<file path="config.mk">
export PLATFORM = sky130hd
export DESIGN_NAME = cnt_tmr
export DESIGN_NICKNAME = d
export VERILOG_FILES = /design/src/rtl/cnt_tmr_pkg.sv /design/src/rtl/cnt_tmr_reload.sv /design/src/rtl/cnt_tmr_down.sv /design/src/rtl/cnt_tmr_ctl.sv /design/src/rtl/cnt_tmr.sv
export SDC_FILE = /design/constraint.sdc
export NUM_CORES = 1
export LEC_CHECK = 0
export ABC_AREA = 1
export BUFFER_PORTS_ARGS = -buffer_cell sky130_fd_sc_hd__buf_4
export CORE_MARGIN = 2
export CORE_UTILIZATION = 25
export CTS_BUF_LIST = sky130_fd_sc_hd__clkbuf_8
export DETAILED_ROUTE_END_ITERATION = 10
export PLACE_DENSITY = 0.41
export SYNTH_ARGS = -nofsm -noshare
export SYNTH_HDL_FRONTEND = slang
export SYNTH_SLANG_ARGS = --single-unit
</file>
<file path="constraint.sdc">
create_clock -name clk -period 1.65 [get_ports clk]
set_input_delay 0.165 -clock clk [delete_from_list [all_inputs] [get_ports clk]]
set_output_delay 0.165 -clock clk [all_outputs]
set_load 0.005 [all_outputs]
</file>
<file path="src/rtl/cnt_tmr_pkg.sv">
package cnt_tmr_pkg;
   typedef enum logic {
      MODE_COUNTER = 1'b0,
      MODE_TIMER   = 1'b1
   } ct_mode_e;
endpackage

</file>
<file path="src/rtl/cnt_tmr_reload.sv">
module cnt_tmr_reload #(
   parameter int WIDTH    = 16,
   parameter bit ZERO_MAX = 1'b1,
   localparam int CW      = WIDTH + 1
) (
   input  logic [WIDTH-1:0] preload,
   output logic [CW-1:0]    load_val
);
   generate
      if (ZERO_MAX) begin : g_zero_full
         always_comb begin
            if (preload == '0) load_val = {1'b1, {WIDTH{1'b0}}};
            else               load_val = {1'b0, preload};
         end
      end else begin : g_zero_one
         always_comb begin
            if (preload == '0) load_val = CW'(1);
            else               load_val = {1'b0, preload};
         end
      end
   endgenerate
endmodule

</file>
<file path="src/rtl/cnt_tmr_down.sv">
module cnt_tmr_down #(
   parameter int WIDTH = 16,
   localparam int CW   = WIDTH + 1
) (
   input  logic          clk,
   input  logic          rst_n,
   input  logic          clr,
   input  logic          load,
   input  logic [CW-1:0] load_val,
   input  logic          step,
   input  logic          rearm,
   output logic          hit,
   output logic [CW-1:0] cnt
);
   logic [CW-1:0] cnt_q;
   logic [CW-1:0] rl_q;

   assign hit = step && (cnt_q == CW'(1));
   assign cnt = cnt_q;

   always_ff @(posedge clk or negedge rst_n) begin
      if (!rst_n) begin
         cnt_q <= '0;
         rl_q  <= '0;
      end else if (clr) begin
         cnt_q <= '0;
      end else if (load) begin
         cnt_q <= load_val;
         rl_q  <= load_val;
      end else if (step) begin
         if (cnt_q == CW'(1)) cnt_q <= rearm ? rl_q : '0;
         else                 cnt_q <= cnt_q - CW'(1);
      end
   end

   // a counting step never sees an empty counter
   assert_step_nonzero_R2: assert property (@(posedge clk) disable iff (!rst_n)
      step |-> (cnt_q != '0));

   // idle cycles hold the count
   assert_hold_R2: assert property (@(posedge clk) disable iff (!rst_n)
      (!step && !load && !clr) |=> $stable(cnt_q));
endmodule

</file>
<file path="src/rtl/cnt_tmr_ctl.sv">
module cnt_tmr_ctl
   import cnt_tmr_pkg::*;
(
   input  logic clk,
   input  logic rst_n,
   input  logic tick,
   input  logic mode,
   input  logic start_cmd,
   input  logic stop_cmd,
   input  logic hit,
   output logic step,
   output logic load,
   output logic rearm,
   output logic pin,
   output logic tc
);
   logic     run_q;
   ct_mode_e mode_q;
   logic     pin_q;
   logic     tc_q;

   assign load  = start_cmd && !stop_cmd;
   assign step  = tick && run_q && !start_cmd && !stop_cmd;
   assign rearm = (mode_q == MODE_TIMER);
   assign pin   = pin_q;
   assign tc    = tc_q;

   always_ff @(posedge clk or negedge rst_n) begin
      if (!rst_n) begin
         run_q  <= 1'b0;
         mode_q <= MODE_COUNTER;
         pin_q  <= 1'b1;
         tc_q   <= 1'b0;
      end else if (stop_cmd) begin
         run_q <= 1'b0;
         pin_q <= 1'b1;
         tc_q  <= 1'b0;
      end else if (start_cmd) begin
         run_q  <= 1'b1;
         mode_q <= ct_mode_e'(mode);
      end else if (hit) begin
         tc_q <= 1'b1;
         if (mode_q == MODE_TIMER) begin
            pin_q <= ~pin_q;
         end else begin
            pin_q <= 1'b0;
            run_q <= 1'b0;
         end
      end
   end

   // stop returns pin high and clears the flag
   assert_stop_R5: assert property (@(posedge clk) disable iff (!rst_n)
      stop_cmd |=> (pin_q && !tc_q));

   // flag only rises on a terminal count
   assert_tc_rise_R6: assert property (@(posedge clk) disable iff (!rst_n)
      $rose(tc_q) |-> $past(hit));

   // one-shot halts after terminal count
   assert_oneshot_halt_R4: assert property (@(posedge clk) disable iff (!rst_n)
      (hit && mode_q == MODE_COUNTER) |=> (!run_q && !pin_q));

   // timer terminal count toggles the pin
   assert_timer_toggle_R3: assert property (@(posedge clk) disable iff (!rst_n)
      (hit && mode_q == MODE_TIMER) |=> (pin_q != $past(pin_q)));
endmodule

</file>
<file path="src/rtl/cnt_tmr.sv">
module cnt_tmr #(
   parameter int WIDTH    = 16,
   parameter bit ZERO_MAX = 1'b1,
   localparam int CW      = WIDTH + 1
) (
   input  logic             clk,
   input  logic             rst_n,
   input  logic             tick,
   input  logic [WIDTH-1:0] preload,
   input  logic             mode,
   input  logic             start_cmd,
   input  logic             stop_cmd,
   output logic             pin_out,
   output logic             tc_flag
);
   generate
      if (WIDTH < 2 || WIDTH > 32) begin : g_bad_width
         $error("cnt_tmr: WIDTH must be in 2..32");
      end
   endgenerate

   logic [CW-1:0] load_val;
   logic [CW-1:0] cnt;
   logic          step, load, rearm, hit;

   cnt_tmr_reload #(.WIDTH(WIDTH), .ZERO_MAX(ZERO_MAX)) u_reload (
      .preload (preload),
      .load_val(load_val)
   );

   cnt_tmr_ctl u_ctl (
      .clk      (clk),
      .rst_n    (rst_n),
      .tick     (tick),
      .mode     (mode),
      .start_cmd(start_cmd),
      .stop_cmd (stop_cmd),
      .hit      (hit),
      .step     (step),
      .load     (load),
      .rearm    (rearm),
      .pin      (pin_out),
      .tc       (tc_flag)
   );

   cnt_tmr_down #(.WIDTH(WIDTH)) u_down (
      .clk     (clk),
      .rst_n   (rst_n),
      .clr     (stop_cmd),
      .load    (load),
      .load_val(load_val),
      .step    (step),
      .rearm   (rearm),
      .hit     (hit),
      .cnt     (cnt)
   );

   // a low pin always means terminal count was reached
   assert_low_has_tc_R6: assert property (@(posedge clk) disable iff (!rst_n)
      !pin_out |-> tc_flag);

   // outputs idle right after reset release
   assert_reset_R1: assert property (@(posedge clk) disable iff (!rst_n)
      $rose(rst_n) |-> (pin_out && !tc_flag));
endmodule

</file>
======== Yosys cells after proc, flatten, opt, wreduce, memory -nomap -nowiden ========
Index checks and enable logic that the tools add are counted.
storage, ports and cells
  register bits ........................... 38
  input port bits ......................... 22
  logic and storage cells ................. 44
operators by class
  add/sub/neg operators ................... 1
  eq/ne operators ......................... 3
  multiplexer cells ....................... 17
  bitwise gates (word level) .............. 2
  reductions and logical operators ........ 15
operators with widths
  operator                                            number
  two-way mux 17 bit                                  6
  == test 17 x 1 -> 1 bit, second input constant      1
  subtractor 17 x 1 -> 17 bit, second input constant  1
  logical NOT 16 bit                                  1
  two-way mux 1 bit                                   11
  AND reduction 2 bit                                 4
  nonzero test 3 bit                                  2
  logical AND 1 bit                                   5
  != test 3 bit, second input constant                1
  logical NOT 1 bit                                   2
  != test 2 x 1 -> 1 bit, second input constant       1
  NOT 1 bit                                           2
  nonzero test 2 bit                                  1

======== Logic depth before layout (Yosys ltp) ========
  depth in word-level cells ............... 7
  depth in mapped cells ................... 12
  gate-level depth less buffers ........... 12

======== Cells and area by module ========
From an unflattened synthesis, not the netlist that was laid out.
unflattened totals
  cell total of the unflattened synthesis .. 424
  area, all modules ....................... 2663.8 um^2
by module, submodules not included
  module          instances  cells an instance  area an instance (um^2)  sequential area each (um^2)
  cnt_tmr_down    1          354                2297.2                   850.8
  cnt_tmr_ctl     1          27                 202.7                    101.3
  cnt_tmr_reload  1          43                 163.9                    0.0

======== Worst setup path before layout ========
Ideal clock, no wire load.
  kind .................................... reg-to-reg
  start point ............................. register u_down.cnt_q[1], in the netlist u_down.cnt[1]
  end point ............................... register u_down.cnt_q[9], in the netlist u_down.cnt[9]
  setup time .............................. 129 ps
  arrival ................................. 1324 ps
  required time ........................... 1521 ps
  path slack .............................. 197 ps
  stages on the path, launching flop included .. 11
  clock period less this slack ............ 1453 ps
  cell sequence ........................... dfrtp_1 -> inv_1 -> ha_1 -> nand3_4 -> nor2_8 -> nand2_4 -> buf_6 -> nand3_1 -> nand3_1 -> nand2_1 -> o21ai_1
on the way
  longest elaborated chain between the ends .. 5
  elaborated cells between the ends (all ways) .. 6
  those cells by class .................... add/sub (1); eq/ne (1); mux (4)
ends and longest elaborated chain
  what                                                                    line                                    text
  start: declaration                                                      cnt_tmr_down.sv:15                      logic [CW-1:0] cnt_q;
  start signal: assignment                                                cnt_tmr_down.sv:28                      cnt_q <= load_val;
  start signal: assignment                                                cnt_tmr_down.sv:31                      if (cnt_q == CW'(1)) cnt_q <= rearm ? rl_q : '0;
  start signal: assignment                                                cnt_tmr_down.sv:32                      else cnt_q <= cnt_q - CW'(1);
  subtractor 17 x 1 -> 17 bit or == test 17 x 1 -> 1 bit (tied branches)  cnt_tmr_down.sv:32, cnt_tmr_down.sv:31
  two-way mux 17 bit *                                                    cnt_tmr_down.sv:31
  two-way mux 17 bit *                                                    cnt_tmr_down.sv:30                      end else if (step) begin
  two-way mux 17 bit *                                                    cnt_tmr_down.sv:27                      end else if (load) begin
  two-way mux 17 bit *                                                    cnt_tmr_down.sv:25                      end else if (clr) begin
Every way passes the cells marked *; elsewhere a longest branch is shown, timed or not. The select of a mux whose other input is x is not followed.
A chain may end at the register's enable or synchronous reset.

======== Final worst setup path ========
  start point ............................. register u_down.cnt_q[11], in the netlist u_down.cnt[11]
  end point ............................... register u_ctl.run_q
on the way
  longest elaborated chain between the ends .. 4
ends and longest elaborated chain
  what                                  line                text
  == test 17 x 1 -> 1 bit               cnt_tmr_down.sv:18  assign hit = step && (cnt_q == CW'(1));
  logical AND 1 bit                     cnt_tmr_down.sv:18
  nonzero test 3 bit (no source line)   --
  AND reduction 2 bit (no source line)  --
  end signal: assignment                cnt_tmr_ctl.sv:30   run_q <= 1'b0;
  end signal: assignment                cnt_tmr_ctl.sv:35   run_q <= 1'b0;
  end signal: assignment                cnt_tmr_ctl.sv:39   run_q <= 1'b1;
  end: declaration                      cnt_tmr_ctl.sv:17   logic run_q;
Every way passes these cells.

==> metrics.cfg <==
[status]
status = complete, no violations

[final_layout]
final_util = 0.334
fill_cells = 1094
seq_area_sq_um = 955
fin_cells = 552
multiInputGateArea_sq_um = 1440
drive_gt1_frac = 0.260
synthToLayoutAreaGrowth_pct = 31.3
diodes = 0
final_nets = 442

[grt]
grt_max_degree = 39
grt_pass1_vias = 2406
grtUsageTotal = 0.150
antenna_found_initial = 0
grt_pass1_wl_microns = 12100
grt-ovfl-total = 0

[detailed_routing]
first_pass_iters = 4
drtIter0Drc = 90
viasPerCell = 4.28
post_drt_wl_per_cell_microns = 13.0
ant_nets = 0
dr_total_vias = 2362
routed_wl_microns = 7170
drc = 0

[yosys]
ys.flop_type = dfrtp_1
ys_seq_elements = 38
yosysTopAreaCell = dfrtp_1
synth-async-reset-ratio = 1.00
synth_commonest_cells = nand2_1, nor2_1, dfrtp_1
ys_seq_area_frac = 0.389
synth.most_common_cell = nand2_1
synth_top_area_frac = 0.378
synth_area_sq_um = 2450
synth_edf_count = 0
ys_types = 34
ys_warn_count = 0
syn-num-nets = 384
netlist_instances = 360
synth.area.top_cells = dfrtp_1, nand2_1, nor2_1, nand3_1, inv_1
avgSynthCellArea_sq_um = 6.80

[die]
start_util = 0.254
chipWidth_microns = 103
die_h_microns = 103
die-area_sq_um = 10600
coreArea_sq_um = 9640
ioPinCount = 24
rows = 36

[setup_path]
rr_worst_depth = 7
r2r_slack_ns = 0.10
critPathKind = reg -> reg
path_cells = nor2_2, nand2_2, nor2_8, buf_4, nand3_2, o211ai_1, nand2_1
cp-start-kind = register
critPathMaxFanout = 6
worst_ep_required_time_ns = 1.83
r2r_end = u_ctl.run_q$_DFFE_PN0P_
cp-end-kind = register
critPathMaxStageDelay_ns = 0.41
cpMaxStageDelayCell = dfrtp_1
rr_startpoint = u_down.cnt[11]$_DFFE_PN0P_
arrival_ns = 1.73

[place]
place_inst = 533
gp_congestion = 0.808
hpwl_microns = 5380
portBuffers = 23

[power_and_ir_drop]
leakage_uw = 0.00165
power.internal_uw = 1850
p_seq_frac = 0.392
power_frac_clock = 0.228
comb_power_share = 0.380
switching_share = 0.374
switchingPower_uw = 1100
power_density_nw_per_um2 = 918
ir_drop_v = 0.000377

[timing]
worst_pin_slew_ns = 0.675
hold_viol = 0
fin_hold_ws_ns = 0.0810
fin_worst_skew_ns = 0.00556
rsz0062_at_grt = yes
slew_headroom = 0.550
final.period_utilization = 0.937
period_minus_slack_ns = 1.55
setup_viol = 0
fmax_mhz = 647
slew_viol_final = 0

[clocking]
cts_buffer_depth = 2
clk_transition_reported_paths_ns = 0.08
ctsRootBufferMaster = clkbuf_8
clock-sinks = 38
clock_latency_ns = 0.29
cts_made_buffers = 5
cts_htree_levels = 2
cts_tree = built

[min_path]
min_path_cells = 3
worstHoldEndpoint = u_ctl.rearm$_DFFE_PN0P_
hp-class = in -> reg
hold_path_startpoint = mode

[flow_run]
cap_violations = 0

==> flip-flops by register name, indices dropped and copies added (netlist names) <==
| register | count |
|---|---|
| u_down.cnt | 17 |
| u_ctl.tc | 1 |
| u_ctl.pin | 1 |
| u_ctl.rearm | 1 |
| u_down.rl_q | 17 |
| u_ctl.run_q | 1 |
==> power by group through the flow <==
stage | sequential, uW | combinational [uW] | clock, uW
floorplan | 1140 | 662 | 0
global placement | 1160 | 1020 | 0
detailed placement | 1160 | 1020 | 0
CTS | 1150 | 1040 | 698
global route | 1170 | 1270 | 740
finish | 1160 | 1120 | 673
==> cells by family (layout without fill, tap and decap cells) <==
family / Yosys count / in the layout / share of synthesized area
adder cells (fa/ha/maj): 2 / 2 / 0.0102
AO/OA/AOI/OAI: 19 / 19 / 0.0450
XOR/XNOR: 3 / 3 / 0.0107
AND/OR/NAND/NOR: 264 / 265 / 0.487
buffers and inverters: 34 / 92 / 0.0577
flip-flops: 38 / 38 / 0.389
==> layout make-up <==
cell class | instances | area share
Tap cell | 133 | 0.0518
Clock buffer | 6 | 0.0257
Sequential cell | 38 | 0.297
Clock inverter | 2 | 0.00233
Timing Repair Buffer | 59 | 0.146
Multi-Input combinational cell | 289 | 0.448
Inverter | 25 | 0.0292
==> how the worst max path moves through the flow <==
stage	start	to	slack (ns)	cells past startpoint
6_report	u_down.cnt[11]$_DFFE_PN0P_	u_ctl.run_q$_DFFE_PN0P_	0.10	7
5_1_grt	u_down.cnt[1]$_DFFE_PN0P_	u_down.cnt[12]$_DFFE_PN0P_	-0.002	11
4_1_cts	u_down.cnt[1]$_DFFE_PN0P_	u_down.cnt[1]$_DFFE_PN0P_	0.004	11
3_5_place_dp	u_down.cnt[1]$_DFFE_PN0P_	u_down.cnt[1]$_DFFE_PN0P_	-0.007	11
3_3_place_gp	u_down.cnt[2]$_DFFE_PN0P_	u_down.cnt[15]$_DFFE_PN0P_	0.04	10
2_1_floorplan	u_down.cnt[1]$_DFFE_PN0P_	u_down.cnt[9]$_DFFE_PN0P_	0.20	10
==> per-layer routing <==
layer  track usage  part of all wire
met1         0.209              0.51
met2         0.237              0.45
met3        0.0210             0.020
met4        0.0536             0.024
met5             0                 0
==> critical path: cells and delay by family (launching register included) <==
family | cells | cell delay (ns)
simple gates | 5 | 0.67
compound gates | 1 | 0.19
buf+inv | 1 | 0.15
flops | 1 | 0.41
==> layout by cell type, fill, tap and decap left out, drive strengths merged <==
| master | count |
|---|---|
| a21oi | 6 |
| and2 | 1 |
| buf | 58 |
| clkbuf | 6 |
| clkinv | 1 |
| dfrtp | 37 |
| dfstp | 1 |
| dlygate4sd3 | 1 |
| ha | 2 |
| inv | 26 |
| nand2 | 148 |
| nand3 | 27 |
| nand3b | 3 |
| nand4 | 5 |
| nor2 | 78 |
| nor3 | 3 |
| o211ai | 1 |
| o21ai | 10 |
| o21bai | 1 |
| o31ai | 1 |
| xnor2 | 1 |
| xor2 | 2 |
==> through the flow <==
step	worst slack (ns)	power (uW)	cell area (sq um)	setup TNS, ns
final	0.104	2950	3220	0
after global routing	-0.00239	3190	3220	-0.00458
after CTS	0.00425	2880	3090	0
after detailed placement	-0.00711	2190	2960	-0.00711
after global placement	0.0362	2190	2960	0
after floorplan	0.197	1800	2450	0
==> repair_timing <==
action,4_1_cts,5_1_grt
setup endpoints to repair,4,19
buffers inserted,3,6
gates resized for setup,2,20
pin swaps,1,7
hold endpoints to repair,37,0
hold buffers,1,0
gates cloned,0,1
Power figures use the tool's default switching activity.
